==> config.mk <==
export PLATFORM = sky130hd
export DESIGN_NAME = refclk_health_mon
export DESIGN_NICKNAME = d
export VERILOG_FILES = /design/src/rtl/refmon_pkg.sv /design/src/rtl/refmon_qualify.sv /design/src/rtl/refmon_sticky.sv /design/src/rtl/refclk_health_mon.sv
export SDC_FILE = /design/constraint.sdc
export NUM_CORES = 1
export LEC_CHECK = 0
export ABC_AREA = 1
export BUFFER_PORTS_ARGS = -buffer_cell sky130_fd_sc_hd__buf_2
export CAP_MARGIN = 20
export CORE_AREA = 2 2 54 56
export CTS_CLUSTER_DIAMETER = 60
export DETAILED_ROUTE_END_ITERATION = 16
export DIE_AREA = 0 0 56 58
export GPL_TIMING_DRIVEN = 0
export PLACE_DENSITY = 0.87
export SLEW_MARGIN = 5
export SYNTH_ARGS = -nofsm -noshare
export SYNTH_HDL_FRONTEND = slang
export SYNTH_SLANG_ARGS = --single-unit
==> constraint.sdc <==
create_clock -name clk_i -period 3.2 [get_ports clk_i]
set_input_delay 0.64 -clock clk_i [delete_from_list [all_inputs] [get_ports clk_i]]
set_output_delay 0.64 -clock clk_i [all_outputs]
set_load 0.02 [all_outputs]
==> src/rtl/refmon_pkg.sv <==
package refmon_pkg;

    // Missed-cycle count at which the selected input is disqualified.
    localparam int unsigned FAST_MISS_LIMIT = 2;

    // Next value of a sticky bit; an event in the clearing cycle wins.
    function automatic logic sticky_next(input logic q, input logic clr, input logic evt);
        return (q & ~clr) | evt;
    endfunction

endpackage

==> src/rtl/refmon_qualify.sv <==
module refmon_qualify #(
    parameter int unsigned N_REF  = 8,
    parameter int unsigned MISS_W = 4,
    parameter int unsigned IDX_W  = 3
) (
    input  logic [N_REF-1:0]  noact_i,
    input  logic [N_REF-1:0]  freq_i,
    input  logic [N_REF-1:0]  phase_i,
    input  logic [N_REF-1:0]  noise_i,
    input  logic [MISS_W-1:0] miss_cnt_i,
    input  logic              noise_en_i,
    input  logic              fast_en_i,
    input  logic [IDX_W-1:0]  sel_i,
    output logic [N_REF-1:0]  ok_o
);
    localparam logic [MISS_W-1:0] MISS_LIM = MISS_W'(refmon_pkg::FAST_MISS_LIMIT);

    logic miss_over;
    assign miss_over = fast_en_i && (miss_cnt_i >= MISS_LIM);

    for (genvar i = 0; i < N_REF; i++) begin : g_in
        logic sel_hit;
        logic hard_bad;
        logic gated_bad;
        assign sel_hit   = (sel_i == IDX_W'(i));
        assign hard_bad  = noact_i[i] | freq_i[i] | phase_i[i];
        assign gated_bad = (noise_en_i & noise_i[i]) | (sel_hit & miss_over);
        assign ok_o[i]   = ~(hard_bad | gated_bad);
    end
endmodule

==> src/rtl/refmon_sticky.sv <==
module refmon_sticky #(
    parameter int unsigned W = 8
) (
    input  logic         clk_i,
    input  logic         rst_ni,
    input  logic [W-1:0] evt_i,
    input  logic [W-1:0] clr_i,
    output logic [W-1:0] flag_o
);
    logic [W-1:0] flag_d, flag_q;

    always_comb begin
        for (int i = 0; i < W; i++) begin
            flag_d[i] = refmon_pkg::sticky_next(flag_q[i], clr_i[i], evt_i[i]);
        end
    end

    always_ff @(posedge clk_i) begin
        if (!rst_ni) flag_q <= '0;
        else         flag_q <= flag_d;
    end

    assign flag_o = flag_q;

    for (genvar i = 0; i < W; i++) begin : g_chk

        sticky_hold_chk: assert property (@(posedge clk_i) disable iff (!rst_ni)
            (flag_q[i] && !clr_i[i]) |=> flag_q[i]);

        event_wins_chk: assert property (@(posedge clk_i) disable iff (!rst_ni)
            evt_i[i] |=> flag_q[i]);
    end
endmodule

==> src/rtl/refclk_health_mon.sv <==
module refclk_health_mon #(
    parameter int unsigned N_REF  = 8,
    parameter int unsigned MISS_W = 4,
    parameter int unsigned IDX_W  = (N_REF > 1) ? $clog2(N_REF) : 1
) (
    input  logic              clk_i,
    input  logic              rst_ni,
    input  logic [N_REF-1:0]  noact_alarm_i,
    input  logic [N_REF-1:0]  freq_alarm_i,
    input  logic [N_REF-1:0]  phase_alarm_i,
    input  logic [N_REF-1:0]  noise_viol_i,
    input  logic [MISS_W-1:0] miss_cnt_i,
    input  logic              noise_chk_en_i,
    input  logic              fast_sw_en_i,
    input  logic [IDX_W-1:0]  sel_idx_i,
    input  logic [N_REF-1:0]  chg_mask_i,
    input  logic              fail_mask_i,
    input  logic              pin_route_en_i,
    input  logic [N_REF-1:0]  chg_clr_i,
    input  logic              fail_clr_i,
    output logic [N_REF-1:0]  valid_o,
    output logic [N_REF-1:0]  chg_flag_o,
    output logic              fail_flag_o,
    output logic              irq_o,
    output logic              stat_pin_o
);
    localparam logic [MISS_W-1:0] MISS_LIM = MISS_W'(refmon_pkg::FAST_MISS_LIMIT);

    typedef struct packed {
        logic [N_REF-1:0] valid;
    } mon_state_t;

    mon_state_t st_d, st_q;
    logic [N_REF-1:0] ok_now;
    logic [N_REF-1:0] chg_evt;
    logic             sel_valid_q;
    logic             sel_ok_now;
    logic             fail_evt;
    logic [0:0]       fail_flag_v;

    refmon_qualify #(
        .N_REF (N_REF),
        .MISS_W(MISS_W),
        .IDX_W (IDX_W)
    ) u_qual (
        .noact_i   (noact_alarm_i),
        .freq_i    (freq_alarm_i),
        .phase_i   (phase_alarm_i),
        .noise_i   (noise_viol_i),
        .miss_cnt_i(miss_cnt_i),
        .noise_en_i(noise_chk_en_i),
        .fast_en_i (fast_sw_en_i),
        .sel_i     (sel_idx_i),
        .ok_o      (ok_now)
    );

    always_comb begin
        st_d       = st_q;
        st_d.valid = ok_now;
        chg_evt    = st_q.valid ^ ok_now;
        sel_valid_q = 1'b0;
        sel_ok_now  = 1'b0;
        for (int i = 0; i < N_REF; i++) begin
            if (sel_idx_i == IDX_W'(i)) begin
                sel_valid_q = st_q.valid[i];
                sel_ok_now  = ok_now[i];
            end
        end
        fail_evt = sel_valid_q & ~sel_ok_now;
    end

    always_ff @(posedge clk_i) begin
        if (!rst_ni) st_q <= '0;
        else         st_q <= st_d;
    end

    for (genvar i = 0; i < N_REF; i++) begin : g_vchk

        alarm_block_chk: assert property (@(posedge clk_i) disable iff (!rst_ni)
            st_q.valid[i] |-> $past(!noact_alarm_i[i] && !freq_alarm_i[i] && !phase_alarm_i[i]));

        noise_gate_chk: assert property (@(posedge clk_i) disable iff (!rst_ni)
            (noise_chk_en_i && noise_viol_i[i]) |=> !st_q.valid[i]);

        miss_gate_chk: assert property (@(posedge clk_i) disable iff (!rst_ni)
            (fast_sw_en_i && (sel_idx_i == IDX_W'(i)) && (miss_cnt_i >= MISS_LIM)) |=> !st_q.valid[i]);
    end

    refmon_sticky #(.W(N_REF)) u_chg (
        .clk_i (clk_i),
        .rst_ni(rst_ni),
        .evt_i (chg_evt),
        .clr_i (chg_clr_i),
        .flag_o(chg_flag_o)
    );

    refmon_sticky #(.W(1)) u_fail (
        .clk_i (clk_i),
        .rst_ni(rst_ni),
        .evt_i (fail_evt),
        .clr_i (fail_clr_i),
        .flag_o(fail_flag_v)
    );


    fail_origin_chk: assert property (@(posedge clk_i) disable iff (!rst_ni)
        $rose(fail_flag_v[0]) |-> $past(sel_valid_q));

    assign valid_o     = st_q.valid;
    assign fail_flag_o = fail_flag_v[0];
    assign irq_o       = (|(chg_flag_o & chg_mask_i)) | (fail_flag_v[0] & fail_mask_i);
    assign stat_pin_o  = pin_route_en_i & fail_mask_i & fail_flag_v[0];
endmodule

======== Yosys cells after proc, flatten, opt, wreduce, memory -nomap -nowiden ========
Index checks and enable logic that the tools add are counted.
cells by class
  muxes and demuxes ....................... 16
  reduce and logical (&&, ||, !) cells .... 3
  bitwise gates (word level) .............. 91
  $lt $le $gt $ge ......................... 1
  equality and inequality tests ........... 7
operators by type and width
  operator              number
  $or A1 B1 Y1          42
  $and A1 B1 Y1         29
  $not A1 Y1            18
  $mux W1               16
  $eq A3 B3 Y1 const B  4
  $and A8 B8 Y8         1
  $reduce_or A8 Y1      1
  $xor A8 B8 Y8         1
  $eq A3 B2 Y1 const B  2
  $ge A4 B2 Y1 const B  1
  $eq A3 B1 Y1 const B  1
  $logic_not A3 Y1      1
  $logic_and A1 B1 Y1   1
word-level totals
  bits in registers ....................... 17

======== Depth between registers and ports, before layout ========
  word-level depth ........................ 17
  gate-level depth with buffers ........... 12

======== Cells and area by module ========
A second synthesis with hierarchy kept.
unflattened totals
  cells, all modules ...................... 190
  area total of the unflattened synthesis .. 1092.3 um2
by module, submodules not included
  module                  times used  cells an instance  area an instance (um2)
  refclk_health_mon       1           80                 491.7
  refmon_sticky (u_chg)   1           41                 294.0
  refmon_qualify          1           63                 262.8
  refmon_sticky (u_fail)  1           6                  43.8

======== Worst setup path after synthesis ========
No wires, ideal clock.
  path kind ............................... input -> output
  start point ............................. in chg_mask_i[0]
  end point ............................... out irq_o
  stages on the path ...................... 3
  setup slack ............................. 1309 ps
  data required time ...................... 2560 ps
  arrival ................................. 1251 ps
  cells stage by stage .................... a22o_1 > a221oi_1 > nand3_1
on the way
  cells in the longest elaborated chain, start to end .. 3
ends and longest elaborated chain
  item                RTL line                  source
  start: declaration  refclk_health_mon.sv:16   input logic [N_REF-1:0] chg_mask_i,
  $and A8 B8 Y8       refclk_health_mon.sv:111  assign irq_o = (|(chg_flag_o & chg_mask_i)) | (fail_flag_v[0] & fail_mask_i);
  $reduce_or A8 Y1    refclk_health_mon.sv:111
  $or A1 B1 Y1        refclk_health_mon.sv:111
  end: declaration    refclk_health_mon.sv:24   output logic irq_o,
No other way between the ends.

======== Worst setup path after layout ========
Ends and elaborated chain as after synthesis.

==> metrics list <==
- The flow ran to the end, and the final reports show no timing, DRC or antenna violations.
- Summed over all layers, the global routing overflow is 0.
- Number of nets with antenna violations after routing: 0
- Routed met2 length: 1358 um
- Power density normalized to cell area: 294.3 nW/um^2
* Post-Syn Instances: 167
* Post-Synthesis Net Count: 229
- After detailed routing, the total wire length is 2756 um.
- The via count of the first global-routing pass was 1129.
- For this block, wires on met1 add up to 1112 um.
- For this run, the post-layout net count is 312.
- Cell area after synthesis: 1062 sq um
- Post-cts repair resize count: 0
* Inserted Clock Buffers: 3
* Drt via density: 4.714
- The repair_antennas step left the layout with diodes totalling 0.
- Critical path's most frequent cell: buf_2
- Crit share post-route: 65.74%
* Std-Cell Rows: 19
- Endpoints failing hold: 0
- Via count: 1320
* Routed wire length per instance: 9.843 um
* Mean post-synth cell area: 6.361 sq um
* Startpoint of the worst-slack reg-to-reg timing path: valid_o[0]
* Share of layout cells above drive strength 1: 41.37%
* Worst hold path startpoint: u_chg.flag_o[1]
* Max-capacitance violation count: 0
- Measured against its own limit, the worst slew margin works out to 70.81%.
* Input/output buffers: 78
* Number of cells traversed by the worst hold path: 2
- Clock edge transition at the registers on the reported setup and hold paths: 0.09 ns
- In this run the number of H-tree levels came out at 1.
- The worst setup path is launched from a primary input.
- Seq/Total Area, Yosys: 32.04%
- Broken down by cell family, the worst path's largest delay share belongs to compound AO/OA/AOI/OAI gates.
- The analysis attributes to cell leakage a power of 0.8102 nW.
- Entering global routing, the biggest net connects 11 pins.
* Final min period: 2.104 ns
- Met3 wire length: 258 um
- Summing all flip-flop and latch instances after layout gives 340.3 sq um.
- DPL Wire Length: 2393 um
- After synthesis the netlist holds a flip-flop and latch count of 17.
* Starting Density: 39.90%
* Instance count after placement with tap cells included: 276
- The final-report max-slew violation count is 0.
* Synthesis warning total: 0
* Detailed Routing Iterations Pass 1: 4
* Post-synth cell types: 26
* # IOs: 81
* Clock tree root driver cell: clkbuf_4
- For this run, the slowest stage of the critical path takes 0.25 ns.
- At the pin with the least slew margin, the transition time is 0.4378 ns.
- The setup path with the least slack is of type in2out.
- After detailed routing, the number of remaining DRC violations is 0.
* Worst endpoint data arrival time: 1.46 ns
* Worst path bufs/invs: 2
- CTS Hold Bufs: 0
- Non-filler instance count after layout: 280
- Multi-input logic area: 601.8 sq um
- Initial DRC count: 33
* Die height: 58 um
- Cells along the critical path: buf_2 > a22o_1 > a221oi_1 > nand3_1 > buf_2
- Die Outline Area: 3248 sq um
- VDD sags by at most 0.1856 mV.
* Clk sink count: 17
* Worst Skew: 0.001263 ns
- Area of the core region: 2663 sq um
- Post-CTS Setup Repair Bufs: 0
- Slack of the worst reg-to-reg path: 2.24 ns
- The congestion estimate from routability-driven global placement came to 0.7781.
- Total global-route track usage: 16.89%
- TritonCTS built the clock tree.
- Maximum achievable frequency: 0.4754 GHz
- Endpoints failing setup: 0
* CTS Buffer Depth: 2
- At the later pin of the worst-skew pair, clock insertion delay measures 0.28 ns.
- First-pass GRT wire length: 4478 um
* Growth of design area from synthesis to finish: 42.87%
- Summed over all failing endpoints, the final setup total negative slack is 0 ns.
* Setup repair after global routing missed its margin: no
- STA classifies the critical path endpoint as a primary output.
- Worst endpoint required time: 2.56 ns
- Worst hold path class: reg2reg
- The die is 56 um wide.
- In this run the top signal layer used is met4.
- The endpoint identified for the worst register-to-register timing path is u_fail.flag_o.
- Critical path fanouts, max: 1
* Hold EP: u_chg.flag_o[1]
* Number of antenna violations at the first check in global routing: 0
- Critical path's slowest cell: a221oi_1
- Total of fill cells in the finished design: 301
- Count of cells along the worst register-to-register path: 8
-- state kept, by name, indices dropped and copies added (netlist names) --
signal	count
valid_o	8
u_chg.flag_o	8
u_fail.flag_o	1
-- worst register-to-register path, delay by kind of cell, from the launching register on --
kind | cells | cell delay, ns
AOI/OAI and AO/OA | 1 | 0.10
and+or+nand+nor | 6 | 0.39
buffers and inverters | 1 | 0.03
DFF | 1 | 0.39
-- through the flow --
step	power, mW	instance area [sq um]	utilization (%)	hold WS [ns]	setup slack, ns
final	0.4467	1518	57.00	0.5125	1.096
after global routing	0.4726	1518	57.00	0.5284	1.012
after CTS	0.4515	1518	57.00	0.5131	1.063
after detailed placement	0.3459	1491	56.02	0.4990	1.066
after global placement	0.3420	1491	56.02	0.4957	1.095
after floorplan	0.2896	1062	-	0.5680	1.309
-- Yosys cell counts (all sizes together) --
master   n  area (sq um)
nand2   48         187.7
inv     29         108.9
nor2    20         75.07
dfxtp   17         340.3
nand3   10         55.05
nor3    10         75.07
a31oi    7         43.79
or2      7         43.79
a21oi    5         28.78
a221oi   2         17.52
a22o     2         17.52
clkbuf   2         7.510
nand4    2         18.77
o21ai    2         13.76
a21boi   1         7.510
clkinv   1         3.750
o21bai   1         11.26
o22ai    1         6.260
-- routing by layer --
layer  global-route usage (%)  up-vias
met5                        0        -
met4                    7.143        0
met3                    1.786        2
met2                    32.10       66
met1                    19.15      555
li1                         -      697
-- logic make-up after synthesis --
group,count (synthesis),synth area share (%)
AO/OA/AOI/OAI,21,13.78
buffers and inverters,32,11.31
flip-flops,17,32.04
AND/OR/NAND/NOR,97,42.87
-- report_power, final --
group | leakage [nW] | internal (mW) | switching (mW)
clock | 0.0150 | 0.0483 | 0.0583
combinational | 0.657 | 0.0530 | 0.0619
sequential | 0.138 | 0.219 | 0.00580
-- cell usage in the layout (no fill, tap or decap), types with 2 or more instances in the layout --
| cell | count |
|---|---|
| clkbuf_1 | 3 |
| a22o_1 | 2 |
| nor3_2 | 5 |
| a31oi_1 | 7 |
| nand3_1 | 9 |
| or2_2 | 5 |
| nor3_1 | 5 |
| buf_2 | 78 |
| nand2_1 | 45 |
| a21oi_1 | 4 |
| or2_1 | 2 |
| a221oi_1 | 2 |
| clkbuf_4 | 3 |
| inv_2 | 4 |
| nand2_2 | 3 |
| inv_1 | 25 |
| nor2_1 | 20 |
| dfxtp_1 | 17 |
-- how the worst max path moves through the flow --
stage                 end  slack, ns     startpoint  cells past startpoint
finish              irq_o       1.10  chg_mask_i[0]                      5
global route        irq_o       1.01  chg_mask_i[0]                      5
CTS                 irq_o       1.06  chg_mask_i[0]                      5
detailed placement  irq_o       1.07  chg_mask_i[0]                      5
global placement    irq_o       1.09  chg_mask_i[0]                      5
floorplan           irq_o       1.31  chg_mask_i[0]                      3
-- layout make-up --
cell class | instances | share of cell area (%)
clock buffers | 4 | 1.731
inverters | 30 | 7.420
multi-input cells | 118 | 39.65
flip-flops and latches | 17 | 22.42
plain buffers | 2 | 0.4946
well taps | 31 | 2.556
repair buffers | 78 | 25.72
No activity file was read; power rests on OpenSTA's default activity.
